[config.mk]
export PLATFORM = sky130hd
export DESIGN_NAME = hb_gate_ctrl
export DESIGN_NICKNAME = d
export VERILOG_FILES = /design/src/rtl/hb_gate_ctrl.sv
export SDC_FILE = /design/constraint.sdc
export NUM_CORES = 1
export LEC_CHECK = 0
export ABC_AREA = 0
export CAP_MARGIN = 20
export CORE_UTILIZATION = 51
export DETAILED_ROUTE_END_ITERATION = 10
export GPL_TIMING_DRIVEN = 1
export HOLD_SLACK_MARGIN = 0.02
export PLACE_DENSITY = 0.82
export RECOVER_POWER = 100
export SLEW_MARGIN = 20
export SYNTH_ARGS = -nofsm -noshare
export SYNTH_HDL_FRONTEND = slang
export SYNTH_SLANG_ARGS = --single-unit
[constraint.sdc]
create_clock -name clk -period 1.6 [get_ports clk]
set_input_delay 0.24 -clock clk [delete_from_list [all_inputs] [get_ports clk]]
set_output_delay 0.24 -clock clk [all_outputs]
set_load 0.05 [all_outputs]
[src/rtl/hb_gate_ctrl.sv]
module hb_gate_ctrl #(
  parameter int DT_W   = 10,
  parameter int SYNC_N = 2
) (
  input  logic            clk,
  input  logic            rst_n,
  input  logic            cmd_hi,
  input  logic            cmd_lo_n,
  input  logic            fault,
  input  logic            sd_below,
  input  logic            sd_above,
  input  logic [DT_W-1:0] dead_cycles,
  output logic            gate_hi,
  output logic            gate_lo,
  output logic            pull_dn
);

  localparam logic [DT_W-1:0] CNT_MAX = {DT_W{1'b1}};

  typedef enum logic [1:0] {ST_RUN, ST_HOLD, ST_WAIT} trip_st_t;

  logic [SYNC_N-1:0] hi_sync, lo_sync;
  logic              hi_q, lo_q;
  logic [DT_W-1:0]   off_cnt;
  trip_st_t          st;

  wire want_hi = hi_sync[SYNC_N-1] & lo_sync[SYNC_N-1];
  wire want_lo = ~hi_sync[SYNC_N-1] & ~lo_sync[SYNC_N-1];
  wire run_ok  = (st == ST_RUN) & ~sd_below & ~fault;
  wire dt_done = ~hi_q & ~lo_q & (off_cnt >= dead_cycles);

  assign gate_hi = hi_q & run_ok;
  assign gate_lo = lo_q & run_ok;
  assign pull_dn = (st == ST_HOLD);

  always_ff @(posedge clk or negedge rst_n) begin
    if (!rst_n) begin
      hi_sync <= '0;
      lo_sync <= '1;
    end else begin
      hi_sync <= {hi_sync[SYNC_N-2:0], cmd_hi};
      lo_sync <= {lo_sync[SYNC_N-2:0], cmd_lo_n};
    end
  end

  always_ff @(posedge clk or negedge rst_n) begin
    if (!rst_n) begin
      hi_q    <= 1'b0;
      lo_q    <= 1'b0;
      off_cnt <= '0;
    end else begin
      hi_q    <= run_ok & want_hi & (hi_q | dt_done);
      lo_q    <= run_ok & want_lo & (lo_q | dt_done);
      if (hi_q | lo_q)
        off_cnt <= '0;
      else if (off_cnt != CNT_MAX)
        off_cnt <= off_cnt + 1'b1;
    end
  end

  always_ff @(posedge clk or negedge rst_n) begin
    if (!rst_n)
      st <= ST_RUN;
    else if (fault)
      st <= ST_HOLD;
    else if (st == ST_HOLD && sd_below)
      st <= ST_WAIT;
    else if (st == ST_WAIT && sd_above)
      st <= ST_RUN;
  end


  no_shoot_through_chk: assert property (@(posedge clk) disable iff (!rst_n)
    !(gate_hi && gate_lo));


  hi_after_off_chk: assert property (@(posedge clk) disable iff (!rst_n)
    $rose(gate_hi) |-> $past(!gate_lo));


  lo_after_off_chk: assert property (@(posedge clk) disable iff (!rst_n)
    $rose(gate_lo) |-> $past(!gate_hi));


  fault_pulls_chk: assert property (@(posedge clk) disable iff (!rst_n)
    fault |=> pull_dn);


  pull_hold_chk: assert property (@(posedge clk) disable iff (!rst_n)
    (pull_dn && !sd_below) |=> pull_dn);


  released_off_chk: assert property (@(posedge clk) disable iff (!rst_n)
    $fell(pull_dn) |-> (!gate_hi && !gate_lo));


  fault_off_chk: assert property (@(posedge clk) disable iff (!rst_n)
    fault |-> (!gate_hi && !gate_lo));

endmodule

==> results <==
- The flow ran to the end, but the final reports show violations.
- The final reports fail on setup timing.
- The count of buffering cells on the critical path with inverters included is 1.
- The worst setup path is of the reg -> out kind.
- In the final routed layout, each cell accounts on average for 13.3 µm.
- The final routed DRC violation total is 0.
- For this design the top-level I/O count stands at 20.
- The diode insertion count for antenna repair is 0.
- Port buffering added 19 buffers.
- The total of endpoints with negative setup slack in the final report is 2.
- Routed signal wires occupy layers up through met4.
- The combined global-route utilization of all metal layers is 0.225.
- The net load switching power is 0.000560 W.
- The signed area change from the synthesized netlist to the final layout is 36.1%.
- Setup slack on the worst reg-to-reg path comes out at 0.06 ns.
- The share of final-layout standard cells stronger than drive strength 1 is 0.213.
- Once detail routing completed, the nets flagged for antenna violations numbered 0.
- Synthesis handed over a netlist of 115 instances.
- The worst slew margin relative to its limit is 0.609.
- The cell area that synthesis handed to floorplanning was 1110 µm².
- The cell-internal power is 0.000977 W.
- Excluding fillers, the count of instances in the completed layout stands at 177.
- Of the synthesized area, sequential elements account for 0.406.
- After detailed routing, the wire length on met1 is 1030 µm.
- CTS built an H-tree with a depth of 1.
- The placed cell count is 169.
- In this design, the largest share of critical-path delay is due to simple AND/OR/NAND/NOR gates.
- The cell area after layout is 1520 µm².
- The number of maximum-capacitance violations is 0.
- The share of total power dissipated in combinational logic is 0.391.
- In the layout the commonest cells are nor2_1 (15), dfrtp_1 (15).
- The post-synthesis register bit count is 18.
- The cell sitting at the root of the clock tree is a clkbuf_4.
- The number of warnings issued by yosys is 0.
- The count of pins over their slew limit is 0.
- The fmax is 611 MHz.
- Power spread over the standard cell area amounts to 1010 nW/µm².
- The count of final hold-check violations was 0.
- The routability congestion estimate from global placement is 0.892.
- When the netlist entered floorplanning its net count stood at 143.
- The first global-routing pass estimated 4060 µm of wire.
- The detailed-placement wirelength estimate is 1840 µm.
- The clock net sink count is 18.
- The worst clock skew is 0.00362 ns.
- Synthesis instantiated 37 different standard cells from the library.
- In the detailed route, the total length drawn on met2 is 1150 µm.
- After layout, the worst setup slack is -0.0364 ns.
- The number of filler instances in the final layout is 143.
- At the pin with the least slew margin, the transition time is 0.587 ns.
- The maximum vdd ir drop is 702 µV.
- Across the whole layout, storage elements account for 454 µm².
- In this run the static leakage power is 0.719 nW.
- The capturing element type of the critical path is an output port.
- Summing internal, switching and leakage power gives 0.00154 W.
- The biggest area contributor in the post-synthesis netlist is dfrtp_1.
- The die covers 2380 µm².
- The clock-pin slew of the registers on the worst-case setup and hold paths is 0.10 ns.
- Ranked by total cell area, the synthesized netlist is headed by dfrtp_1 (36%), ha_1 (12%), nor2_1 (5.1%).
- Counting the buffers created by CTS gives 3.
- The detailed-route vias per instance is 5.59.
- The clock latency on the worst-skew pair is 0.30 ns.
- The net switching share of the total power is 0.365.
- Traced cell by cell, the critical path runs through nor4_4 -> and2_4 -> buf_12.
- In this run the worst path has a maximum fanout of 5.
- The clock period minus final worst setup slack is 1.64 ns.
- The residual overflow from global routing is 0.
- The share of synthesized area in the top cell type comes to 0.359.
- Setup repair after global routing could not meet its margin everywhere.
- The number of global-route vias before repair is 1011.
- The share of total power dissipated in sequential elements is 0.422.
- Of the available clock period, the critical path in the final layout requires 1.02.
- The slowest cell on the critical path is dfrtp_1.
- For this run, the detailed router's first-pass iteration total came to 4.
- The count of routing violations after the opening detailed-route iteration is 29.
- At the worst endpoint, the arrival time is 1.40 ns.
- The placed cell area is 1430 µm².
- The number of hold buffers added after cts is 0.
- Entering global routing, the biggest net connects 12 pins.
- In this design, the stage delay of the slowest critical-path cell is 0.42 ns.
- The final layout contains 179 nets.
- The worst hold-check slack is 0.273 ns.
- The floorplan has 16 rows.
- The clock network fraction of design power is 0.187.
- The initial antenna violation count is 0.
- The average cell area after synthesis is 9.69 µm².
- Across all layers, the routed design uses 989 vias.
- Counting along the longest clock path gives a buffer depth of 2.
- Summed over all layers, the routed wires come to 2350 µm.
- The area of the multi-input gates is 629 µm².
- The initial utilization of the core area, before any placement, comes to 0.557.
- The die is 48.8 µm wide.
- Detailed routing placed a total of 86 µm of wire on met3.
- TritonCTS built the clock tree.
- In this run the worst hold path is classified as in -> async.
- The worst path required time is 1.36 ns.
- The core region is 2000 µm².
- In this run the vertical extent of the chip is 48.8 µm.
- The kind of start point of the critical path is a flop.
[routing by layer]
metal | vias to the layer above | global-route usage
met2 | 25 | 0.391
met3 | 11 | 0.0566
met1 | 468 | 0.263
met4 | 0 | 0.0882
met5 | - | 0
li1 | 485 | -
[final cells by class]
class,instances,area share
multi-input cells,85,0.415
repair buffers,32,0.213
well taps,27,0.0223
flip-flops and latches,18,0.299
clock buffers,4,0.0239
inverters,11,0.0272
[per-stage QoR]
stage / TNS (ns) / setup slack, ns / utilization
floorplan: 0 / 0.136 / -
global placement: -0.385 / -0.165 / 0.716
detailed placement: -0.509 / -0.234 / 0.716
CTS: -0.181 / -0.0916 / 0.748
global route: -0.189 / -0.0909 / 0.758
finish: -0.0627 / -0.0364 / 0.758
[synthesized netlist by cell type, drive strengths merged]
| library cell | instances |
|---|---|
| a211o | 1 |
| a211oi | 1 |
| a21o | 1 |
| a21oi | 5 |
| a311oi | 1 |
| a31oi | 1 |
| and2 | 2 |
| and2b | 1 |
| and3 | 1 |
| clkbuf | 1 |
| dfrtp | 16 |
| dfstp | 2 |
| ha | 11 |
| inv | 11 |
| mux2i | 3 |
| nand2 | 7 |
| nand2b | 2 |
| nand3 | 6 |
| nand4 | 5 |
| nor2 | 15 |
| nor3 | 4 |
| nor4 | 1 |
| nor4b | 1 |
| o2111ai | 1 |
| o21a | 4 |
| o21ai | 2 |
| o21bai | 1 |
| o31a | 1 |
| o31ai | 1 |
| o41ai | 1 |
| or2 | 1 |
| or3 | 1 |
| xnor2 | 1 |
| xor2 | 2 |
[final timing paths]
check                                             from                      to  cells after the start
worst max register to register  off_cnt[8]$_DFFE_PN0P_          lo_q$_DFF_PN0_                      5
worst max-delay path                 st[1]$_DFFE_PN0P_                 gate_lo                      3
max in group asynchronous                        rst_n  off_cnt[5]$_DFFE_PN0P_                      2
worst min-delay path                             rst_n       st[1]$_DFFE_PN0P_                      1
min in group clk                                 fault       st[1]$_DFFE_PN0P_                      3
worst min register to register    lo_sync[0]$_DFF_PN1_    lo_sync[1]$_DFF_PN1_                      0
[cell families (layout without fill, tap and decap cells)]
kind of cell	count (synthesis)	in the layout	share of synthesized area
AOI/OAI and AO/OA	21	21	0.135
xor gates and xnor gates	3	3	0.0236
adders and majority gates	11	11	0.123
buffers and inverters	12	47	0.0404
DFF	18	18	0.406
muxes	3	3	0.0269
and+or+nand+nor	47	47	0.245
[power groups by stage]
stage | clock network, W | logic (W) | registers (W)
6_report | 0.000287 | 0.000601 | 0.000649
5_1_grt | 0.000314 | 0.000666 | 0.000661
4_1_cts | 0.000300 | 0.000596 | 0.000647
3_5_place_dp | 0 | 0.000586 | 0.000656
3_3_place_gp | 0 | 0.000556 | 0.000651
2_1_floorplan | 0 | 0.000336 | 0.000668
[timing repair]
action | 4_1_cts | 5_1_grt
hold endpoints to repair | 0 | 0
gates resized for setup | 3 | 4
endpoints found under the setup margin | 3 | 4
pin swaps | 1 | 4
setup buffers | 2 | 2
[sequential cells by signal, indices dropped and copies added (netlist names)]
name,flops
st,2
lo_q,1
hi_q,1
off_cnt,10
lo_sync,2
hi_sync,2
(Power assumes the default switching activity.)
